`src/rtl/fp_pkg.sv`:
```
package fp_pkg;
  localparam int NIN      = 7;
  localparam int IN_VIEW  = 0;
  localparam int IN_STEP  = 1;
  localparam int IN_LDPC  = 2;
  localparam int IN_DEP   = 3;
  localparam int IN_LDAC  = 4;
  localparam int IN_RESET = 5;
  localparam int IN_RUN   = 6;

  typedef enum logic [1:0] {
    VIEW_AC = 2'd0,
    VIEW_MD = 2'd1,
    VIEW_MA = 2'd2,
    VIEW_PC = 2'd3
  } view_e;
endpackage

```
`src/rtl/fp_debounce.sv`:
```
module fp_debounce #(
  parameter int DBNC_CYC = 1_000_000
) (
  input  logic clk,
  input  logic rst_n,
  input  logic raw,
  output logic level,
  output logic rise
);
  localparam int CW = $clog2(DBNC_CYC + 1);
  localparam logic [CW-1:0] LAST = CW'(DBNC_CYC - 1);

  logic [1:0]    sync_q;
  logic [CW-1:0] cnt_q;
  logic          settle;

  assign settle = (sync_q[1] != level) && (cnt_q == LAST);

  always_ff @(posedge clk) begin
    if (!rst_n) begin
      sync_q <= '0;
      cnt_q  <= '0;
      level  <= 1'b0;
      rise   <= 1'b0;
    end else begin
      sync_q <= {sync_q[0], raw};
      rise   <= settle & sync_q[1];
      if (sync_q[1] == level) begin
        cnt_q <= '0;
      end else if (settle) begin
        cnt_q <= '0;
        level <= sync_q[1];
      end else begin
        cnt_q <= cnt_q + 1'b1;
      end
    end
  end
endmodule

```
`src/rtl/fp_view.sv`:
```
module fp_view
  import fp_pkg::*;
#(
  parameter int DW = 12
) (
  input  logic          clk,
  input  logic          rst_n,
  input  logic          advance,
  input  logic [DW-1:0] core_ac,
  input  logic [DW-1:0] mem_rdata,
  input  logic [DW-1:0] core_madr,
  input  logic [DW-1:0] core_pc,
  output logic [DW-1:0] lamp_data,
  output logic [3:0]    lamp_sel
);
  view_e view_q;

  always_ff @(posedge clk) begin
    if (!rst_n)       view_q <= VIEW_AC;
    else if (advance) view_q <= view_e'(view_q + 2'd1);
  end

  for (genvar g = 0; g < 4; g++) begin : g_sel
    assign lamp_sel[g] = (view_q == view_e'(g));
  end

  always_comb begin
    unique case (view_q)
      VIEW_AC: lamp_data = core_ac;
      VIEW_MD: lamp_data = mem_rdata;
      VIEW_MA: lamp_data = core_madr;
      default: lamp_data = core_pc;
    endcase
  end
endmodule

```
`src/rtl/fp_cmd.sv`:
```
module fp_cmd #(
  parameter int DW = 12
) (
  input  logic          clk,
  input  logic          rst_n,
  input  logic          step_p,
  input  logic          ldpc_p,
  input  logic          dep_p,
  input  logic          ldac_p,
  input  logic          reset_p,
  input  logic          run_lvl,
  input  logic          run_rise,
  input  logic [DW-1:0] sw_data,
  input  logic          sw_link,
  input  logic [DW-1:0] core_pc,
  input  logic          wr_ready,
  output logic          running,
  output logic          cmd_step,
  output logic          cmd_ld_pc,
  output logic          cmd_ld_ac,
  output logic          cmd_reset,
  output logic [DW-1:0] ld_data,
  output logic          ld_link,
  output logic          wr_valid,
  output logic [DW-1:0] wr_addr,
  output logic [DW-1:0] wr_data
);
  logic ok;
  assign ok = ~running & ~reset_p;

  always_ff @(posedge clk) begin
    if (!rst_n) begin
      running   <= 1'b0;
      cmd_step  <= 1'b0;
      cmd_ld_pc <= 1'b0;
      cmd_ld_ac <= 1'b0;
      cmd_reset <= 1'b0;
      ld_data   <= '0;
      ld_link   <= 1'b0;
      wr_valid  <= 1'b0;
      wr_addr   <= '0;
      wr_data   <= '0;
    end else begin
      cmd_step  <= step_p & ok;
      cmd_ld_pc <= ldpc_p & ok;
      cmd_ld_ac <= ldac_p & ok;
      cmd_reset <= reset_p;
      if ((ldpc_p | ldac_p) & ok) ld_data <= sw_data;
      if (ldac_p & ok)            ld_link <= sw_link;
      if (reset_p || !run_lvl) running <= 1'b0;
      else if (run_rise)       running <= 1'b1;
      if (wr_valid && wr_ready) begin
        wr_valid <= 1'b0;
      end else if (dep_p && ok && !wr_valid) begin
        wr_valid <= 1'b1;
        wr_addr  <= core_pc;
        wr_data  <= sw_data;
      end
    end
  end
endmodule

```
`src/rtl/fp_panel.sv`:
```
module fp_panel
  import fp_pkg::*;
#(
  parameter int DW       = 12,
  parameter int DBNC_CYC = 1_000_000
) (
  input  logic          clk,
  input  logic          rst_n,
  input  logic          btn_view,
  input  logic          btn_step,
  input  logic          btn_ldpc,
  input  logic          btn_dep,
  input  logic          btn_ldac,
  input  logic          btn_reset,
  input  logic [DW-1:0] sw_data,
  input  logic          sw_link,
  input  logic          sw_run,
  input  logic [DW-1:0] core_pc,
  input  logic [DW-1:0] core_ac,
  input  logic          core_link,
  input  logic [DW-1:0] core_madr,
  input  logic [DW-1:0] mem_rdata,
  output logic          core_run,
  output logic          cmd_step,
  output logic          cmd_ld_pc,
  output logic          cmd_ld_ac,
  output logic          cmd_reset,
  output logic [DW-1:0] ld_data,
  output logic          ld_link,
  output logic          wr_valid,
  input  logic          wr_ready,
  output logic [DW-1:0] wr_addr,
  output logic [DW-1:0] wr_data,
  output logic [DW-1:0] lamp_data,
  output logic [3:0]    lamp_sel,
  output logic          lamp_link,
  output logic          lamp_run
);
  logic [NIN-1:0] raw_in, lvl, pulse;

  assign raw_in[IN_VIEW]  = btn_view;
  assign raw_in[IN_STEP]  = btn_step;
  assign raw_in[IN_LDPC]  = btn_ldpc;
  assign raw_in[IN_DEP]   = btn_dep;
  assign raw_in[IN_LDAC]  = btn_ldac;
  assign raw_in[IN_RESET] = btn_reset;
  assign raw_in[IN_RUN]   = sw_run;

  for (genvar i = 0; i < NIN; i++) begin : g_dbnc
    fp_debounce #(.DBNC_CYC(DBNC_CYC)) u_dbnc (
      .clk(clk), .rst_n(rst_n), .raw(raw_in[i]), .level(lvl[i]), .rise(pulse[i])
    );
  end

  fp_view #(.DW(DW)) u_view (
    .clk(clk), .rst_n(rst_n), .advance(pulse[IN_VIEW]),
    .core_ac(core_ac), .mem_rdata(mem_rdata), .core_madr(core_madr), .core_pc(core_pc),
    .lamp_data(lamp_data), .lamp_sel(lamp_sel)
  );

  fp_cmd #(.DW(DW)) u_cmd (
    .clk(clk), .rst_n(rst_n),
    .step_p(pulse[IN_STEP]), .ldpc_p(pulse[IN_LDPC]), .dep_p(pulse[IN_DEP]),
    .ldac_p(pulse[IN_LDAC]), .reset_p(pulse[IN_RESET]),
    .run_lvl(lvl[IN_RUN]), .run_rise(pulse[IN_RUN]),
    .sw_data(sw_data), .sw_link(sw_link), .core_pc(core_pc), .wr_ready(wr_ready),
    .running(core_run), .cmd_step(cmd_step), .cmd_ld_pc(cmd_ld_pc), .cmd_ld_ac(cmd_ld_ac),
    .cmd_reset(cmd_reset), .ld_data(ld_data), .ld_link(ld_link),
    .wr_valid(wr_valid), .wr_addr(wr_addr), .wr_data(wr_data)
  );

  assign lamp_link = core_link;
  assign lamp_run  = core_run;
endmodule

```
`config.mk`:
```
export PLATFORM = sky130hd
export DESIGN_NAME = fp_panel
export DESIGN_NICKNAME = d
export VERILOG_FILES = /design/src/rtl/fp_pkg.sv /design/src/rtl/fp_debounce.sv /design/src/rtl/fp_view.sv /design/src/rtl/fp_cmd.sv /design/src/rtl/fp_panel.sv
export SDC_FILE = /design/constraint.sdc
export NUM_CORES = 1
export LEC_CHECK = 0
export CAP_MARGIN = 10
export CORE_MARGIN = 8
export CORE_UTILIZATION = 56
export CTS_BUF_LIST = sky130_fd_sc_hd__clkbuf_8
export DETAILED_ROUTE_END_ITERATION = 7
export PLACE_DENSITY = 0.82
export SETUP_SLACK_MARGIN = 0.5
export SYNTH_ARGS = -nofsm -noshare
export SYNTH_HDL_FRONTEND = slang
export SYNTH_SLANG_ARGS = --single-unit
```
`constraint.sdc`:
```
create_clock -name clk -period 2.25 [get_ports clk]
set_input_delay 0.225 -clock clk [delete_from_list [all_inputs] [get_ports clk]]
set_output_delay 0.225 -clock clk [all_outputs]
set_load 0.05 [all_outputs]
```
== After elaboration in Yosys (flattened, before gate mapping) ==
Index checks and enable logic that the tools add are counted.

* Reductions and logical operators: 31
* $add $sub $neg: 8
* Mux-type cells: 1
* Bitwise logic cells: 24
* Eq/ne operators: 24

{| class="wikitable"
|+ Operators with widths
! cell !! number
|-
| $add A20 B1 Y20 const B || 7
|-
| $eq A20 B20 Y1 const B || 7
|-
| $pmux W12 S3 || 1
|-
| $reduce_or A3 Y1 || 7
|-
| $reduce_and A2 Y1 || 8
|-
| $and A1 B1 Y1 || 12
|-
| $not A1 Y1 || 11
|-
| $logic_and A1 B1 Y1 || 10
|-
| $eq A1 B1 Y1 || 7
|-
| $ne A1 B1 Y1 || 7
|-
| $eq A2 B2 Y1 const B || 2
|-
| $reduce_or A2 Y1 || 2
|-
| $add A2 B1 Y2 const B || 1
|-
| $eq A2 B1 Y1 const B || 1
|-
| $logic_not A1 Y1 || 2
|-
| $logic_not A2 Y1 || 1
|-
| $logic_or A1 B1 Y1 || 1
|-
| $or A1 B1 Y1 || 1
|}

* Input port bits: 72
* Output and inout port bits: 61
* Register bits after elaboration: 213
* Word-level logic and storage cells: 127

== Logic depth before layout (Yosys ltp) ==
* Word-level depth: 5
* Gate-level depth with buffers: 6
* Gate-level depth less buffers: 5

== Hierarchy ==
A second synthesis with hierarchy kept.

* Cells, all modules: 1,019
* Area total of the unflattened synthesis: 9,293.9 µm²

{| class="wikitable"
|+ By module, submodules not included
! module !! cells each !! sequential area each (µm²) !! area an instance (µm²) !! instances
|-
| fp_debounce || 114 || 480.5 || 1,037.2 || 7
|-
| fp_cmd || 167 || 860.8 || 1,571.5 || 1
|-
| fp_view || 52 || 40.0 || 446.7 || 1
|-
| fp_panel || 2 || 0.0 || 15.0 || 1
|}

== Least setup slack after synthesis ==
No wires, ideal clock.

* Kind: reg2out
* From: reg u_view.view_q[0]
* To: out lamp_data[10]
* Data required time: 2,025 ps
* Buffers on the path: 1
* Stages on the path, launching flop included: 4
* Setup slack: -330 ps
* Arrival time: 2,355 ps
* Cell sequence: dfxtp_1 > ha_1 > buf_1 > mux2i_1

* Longest elaborated chain between the ends: 2
* Elaborated cells between the ends (all ways): 4
* Classes of those cells: eq/ne (2); mux (1); reduce/logical (1)

{| class="wikitable"
|+ Ends and longest elaborated chain
! element !! line !! RTL
|-
| start: declaration || fp_view.sv:16 || <nowiki>view_e view_q;</nowiki>
|-
| start signal: assignment || fp_view.sv:20 || <nowiki>else if (advance) view_q <= view_e'(view_q + 2'd1);</nowiki>
|-
| $eq A2 B2 Y1, or another cell as far along || fp_view.sv:28 || <nowiki>unique case (view_q)</nowiki>
|-
| $pmux W12 S3 (*) || fp_view.sv:28 ||
|-
| end: declaration || fp_panel.sv:34 || <nowiki>output logic [DW-1:0] lamp_data,</nowiki>
|}

Mark *: on every way between the ends. The rest lies on a longest branch, timed or not.

== Worst setup path after layout ==
* From: reg u_view.view_q[0]
* To: out lamp_data[3]

The elaborated chain is that of the path after synthesis.

==> impl_metrics.prom <==
# TYPE chip_impl_metric gauge
chip_impl_info{name="status",value="finished, violations left"} 1
chip_impl_info{name="failed_checks",value="setup timing"} 1
chip_impl_metric{name="pin_count",unit=""} 133
chip_impl_metric{name="timing_worst_slew_pin_value",unit="ns"} 0.641
chip_impl_metric{name="fin_nets",unit=""} 1353
chip_impl_metric{name="placeableCoreArea",unit="mm²"} 0.0163
chip_impl_metric{name="clock_path_buffers",unit=""} 3
chip_impl_metric{name="via_count",unit=""} 8744
chip_impl_info{name="layout_commonest_cell",value="sky130_fd_sc_hd__dfxtp_1"} 1
chip_impl_metric{name="area_used_by_multi_input_combinational_logic",unit="mm²"} 0.00549
chip_impl_metric{name="timing.final.crit_period",unit="ns"} 2.29
chip_impl_metric{name="critical_path.max_fanout",unit=""} 8
chip_impl_info{name="min_path_type",value="primary input to flop"} 1
chip_impl_metric{name="clock_insertion_delay_at_the_later_pin_of_the_skew_report",unit="ns"} 0.52
chip_impl_metric{name="leakage",unit="µW"} 0.00445
chip_impl_metric{name="ys_async_sr_fraction",unit="%"} 0
chip_impl_metric{name="final_max_slew_viol_count",unit=""} 0
chip_impl_metric{name="hold_fix_buffer_count_after_cts",unit=""} 0
chip_impl_metric{name="clock_tree.htree_level_count",unit=""} 2
chip_impl_metric{name="syn_area_per_cell",unit="µm²"} 8.61
chip_impl_metric{name="antenna_found_initial",unit=""} 0
chip_impl_metric{name="synth.net_count",unit=""} 1149
chip_impl_metric{name="smallest_hold_slack",unit="ns"} 0.280
chip_impl_metric{name="critical_path_required",unit="ns"} 2.03
chip_impl_metric{name="fin_skew",unit="ns"} 0.0153
chip_impl_metric{name="grt_pass1_wl",unit="µm"} 41800
chip_impl_metric{name="drtIter0Drc",unit=""} 570
chip_impl_metric{name="arrival",unit="ns"} 2.06
chip_impl_metric{name="area_delta_synth_final",unit="%"} 43.5
chip_impl_info{name="mostFrequentLayoutCells",value="sky130_fd_sc_hd__dfxtp_1, sky130_fd_sc_hd__nand2_1, sky130_fd_sc_hd__clkdlybuf4s50_1"} 1
chip_impl_metric{name="post_synth_instance_area",unit="mm²"} 0.00918
chip_impl_metric{name="timing.final.setup_violations",unit=""} 2
chip_impl_metric{name="maxClockFrequency",unit="GHz"} 0.438
chip_impl_metric{name="synthCells",unit=""} 1066
chip_impl_metric{name="clock_sink_count",unit=""} 213
chip_impl_metric{name="numCtsBuffers",unit=""} 36
chip_impl_metric{name="final.setup.worst_slack",unit="ns"} -0.0353
chip_impl_info{name="crit_path_start_kind",value="flop"} 1
chip_impl_metric{name="fin_crit_sh",unit="%"} 102
chip_impl_metric{name="route.detailed.drc",unit=""} 0
chip_impl_info{name="synth.top_cells.by_area",value="sky130_fd_sc_hd__dfxtp_1, sky130_fd_sc_hd__a21oi_1, sky130_fd_sc_hd__nand2_1, sky130_fd_sc_hd__nor2_1, sky130_fd_sc_hd__xnor2_1"} 1
chip_impl_metric{name="synth-warning-count",unit=""} 0
chip_impl_metric{name="wl_per_cell",unit="µm"} 17.7
chip_impl_metric{name="globalplace.congestion",unit=""} 0.844
chip_impl_metric{name="die_height",unit="µm"} 144
chip_impl_metric{name="final_design_utilization",unit="%"} 80.9
chip_impl_metric{name="post_cts_clock_slew_at_the_launch_and_capture_registers_of_the_worst_setup_and_hold_paths",unit="ns"} 0.06
chip_impl_info{name="synth_largest_area_cell",value="sky130_fd_sc_hd__dfxtp_1"} 1
chip_impl_metric{name="power_density_over_the_cells",unit="mW/mm²"} 567
chip_impl_metric{name="first_global_vias",unit=""} 8659
chip_impl_metric{name="firstDrtPassIters",unit=""} 7
chip_impl_info{name="clock-root-buffer",value="sky130_fd_sc_hd__clkbuf_8"} 1
chip_impl_metric{name="placement.io_buffers",unit=""} 130
chip_impl_metric{name="ys_seq_elements",unit=""} 213
chip_impl_info{name="worstSetupEndpointType",value="output port"} 1
chip_impl_metric{name="grt_overflow_total",unit=""} 0
chip_impl_metric{name="fraction_of_synthesized_cell_area_taken_by_the_top_area_cell_type",unit="%"} 46.4
chip_impl_metric{name="synthDistinctLibCells",unit=""} 47
chip_impl_metric{name="global_route.usage.total",unit="%"} 24.9
chip_impl_metric{name="final_antenna_net_count",unit=""} 0
chip_impl_metric{name="seq_area_frac_synth",unit="%"} 46.4
chip_impl_metric{name="grt_max_degree",unit=""} 31
chip_impl_metric{name="total_area_of_sequential_cells",unit="mm²"} 0.00435
chip_impl_metric{name="relSlewSlack",unit="%"} 56.9
chip_impl_metric{name="initial_utilization",unit="%"} 56.4
chip_impl_metric{name="layout-drive-gt1-share",unit="%"} 27.2
chip_impl_metric{name="placed_instances",unit=""} 1396
chip_impl_metric{name="die_area",unit="mm²"} 0.0207
chip_impl_metric{name="maxCapViolations",unit=""} 0
chip_impl_metric{name="synth_enable_flop_cells",unit=""} 0
chip_impl_metric{name="fill_cells",unit=""} 980
chip_impl_info{name="grt_setup_unrepaired",value="yes"} 1
chip_impl_metric{name="final_cells",unit=""} 1513
chip_impl_metric{name="wl",unit="µm"} 26800
chip_impl_metric{name="preCtsSetupSlack",unit="ns"} 0.217
chip_impl_metric{name="worst_ir_drop_vdd",unit="mV"} 0.554
chip_impl_metric{name="place_hpwl",unit="µm"} 16000
chip_impl_info{name="timing.setup.critical_path_class",value="flop to output port"} 1
chip_impl_info{name="cts_tree",value="built"} 1
chip_impl_metric{name="hold_violations",unit=""} 0
chip_impl_metric{name="via_per_inst",unit=""} 5.78
chip_impl_metric{name="floorplan.rows",unit=""} 47
chip_impl_metric{name="die_x",unit="µm"} 144
chip_impl_info{name="postSynth.topFlopCell",value="sky130_fd_sc_hd__dfxtp_1"} 1
chip_impl_metric{name="antenna_cells",unit=""} 0
-- timing repair --
action	in CTS	in global routing
buffers inserted	34	8
setup endpoints to repair	172	163
gates resized for setup	237	94
gates cloned	12	2
pin swaps	35	29
-- per-layer routing --
layer  up-vias  track usage [%]  wire (µm)
li1       4202                -          -
met1      4136             26.9      10400
met2       326             45.7      13400
met3        80             5.05       1990
met4         0             11.3        972
met5         -                0          0
-- critical path, cell delays in order (launching register included) --
cell	delay, ns
sky130_fd_sc_hd__dfxtp_4	0.35
sky130_fd_sc_hd__buf_12	0.12
sky130_fd_sc_hd__ha_4	0.19
sky130_fd_sc_hd__a222oi_1	0.57
sky130_fd_sc_hd__mux2i_4	0.13
sky130_fd_sc_hd__buf_6	0.18
-- logic make-up after synthesis --
kind of cell             share of synthesized area (%)
AND/OR/NAND/NOR                                   27.7
adder cells (fa/ha/maj)                           1.50
buffers and inverters                             3.79
XOR/XNOR                                          8.30
flip-flops                                        46.4
multiplexers                                      1.42
AO/OA/AOI/OAI                                     10.8
-- final timing paths --
path / from / endpoint / slack, ns / cells after the start
worst min register to register: g_dbnc[6].u_dbnc.sync_q[0] / g_dbnc[6].u_dbnc.sync_q[1] / 0.43 / 1
worst max register to register: g_dbnc[6].u_dbnc.cnt_q[15] / g_dbnc[6].u_dbnc.cnt_q[15] / 0.04 / 6
worst max-delay path: u_view.view_q[0] / lamp_data[3] / -0.04 / 5
worst min-delay path: sw_link / u_cmd.ld_link / 0.28 / 3
-- layout make-up --
type	instances	share of cell area [%]
Inverter	42	1.20
Tap cell	220	2.09
Sequential cell	213	33.0
Clock buffer	45	4.70
Timing Repair Buffer	208	16.8
Clock inverter	16	0.513
Multi-Input combinational cell	769	41.7
-- sequential cells by signal, indices dropped and copies added (netlist names), 2 cells and up --
signal	flops
u_view.view_q	2
u_cmd.wr_addr	12
u_cmd.wr_data	12
g_dbnc.u_dbnc.sync_q	14
u_cmd.ld_data	12
g_dbnc.u_dbnc.rise	7
g_dbnc.u_dbnc.cnt_q	140
g_dbnc.u_dbnc.level	7
-- report_power, final --
| group | internal [µW] | switching (µW) | total, µW | leakage (µW) |
|---|---|---|---|---|
| Combinational | 216 | 190 | 406 | 0.00231 |
| Clock | 1790 | 1490 | 3280 | 0.000399 |
| Sequential | 3770 | 11.3 | 3780 | 0.00174 |
| Total | 5780 | 1690 | 7470 | 0.00445 |
-- through the flow --
stage	cell area (µm²)	TNS (ns)	total power [µW]
5_1_grt	13200	-0.411	7720
2_1_floorplan	9510	0	4020
3_5_place_dp	11000	0	4200
3_3_place_gp	11000	0	4200
4_1_cts	12800	-0.118	7520
6_report	13200	-0.0665	7470
-- synth_stat cells, types with 12 or more instances --
cell and number:
sky130_fd_sc_hd__or4_1 29, sky130_fd_sc_hd__nand2_1 116, sky130_fd_sc_hd__mux2i_1 13, sky130_fd_sc_hd__inv_1 41, sky130_fd_sc_hd__clkbuf_1 29, sky130_fd_sc_hd__or3_1 31, sky130_fd_sc_hd__o21ai_0 34, sky130_fd_sc_hd__xor2_1 40
sky130_fd_sc_hd__o31ai_1 19, sky130_fd_sc_hd__a222oi_1 12, sky130_fd_sc_hd__a21oi_1 92, sky130_fd_sc_hd__and3_1 12, sky130_fd_sc_hd__and2_1 23, sky130_fd_sc_hd__nand4_1 35, sky130_fd_sc_hd__nor3_1 17, sky130_fd_sc_hd__nand3_1 59
sky130_fd_sc_hd__dfxtp_1 213, sky130_fd_sc_hd__nor2_1 112, sky130_fd_sc_hd__xnor2_1 47
No activity file was read; power rests on OpenSTA's default activity.
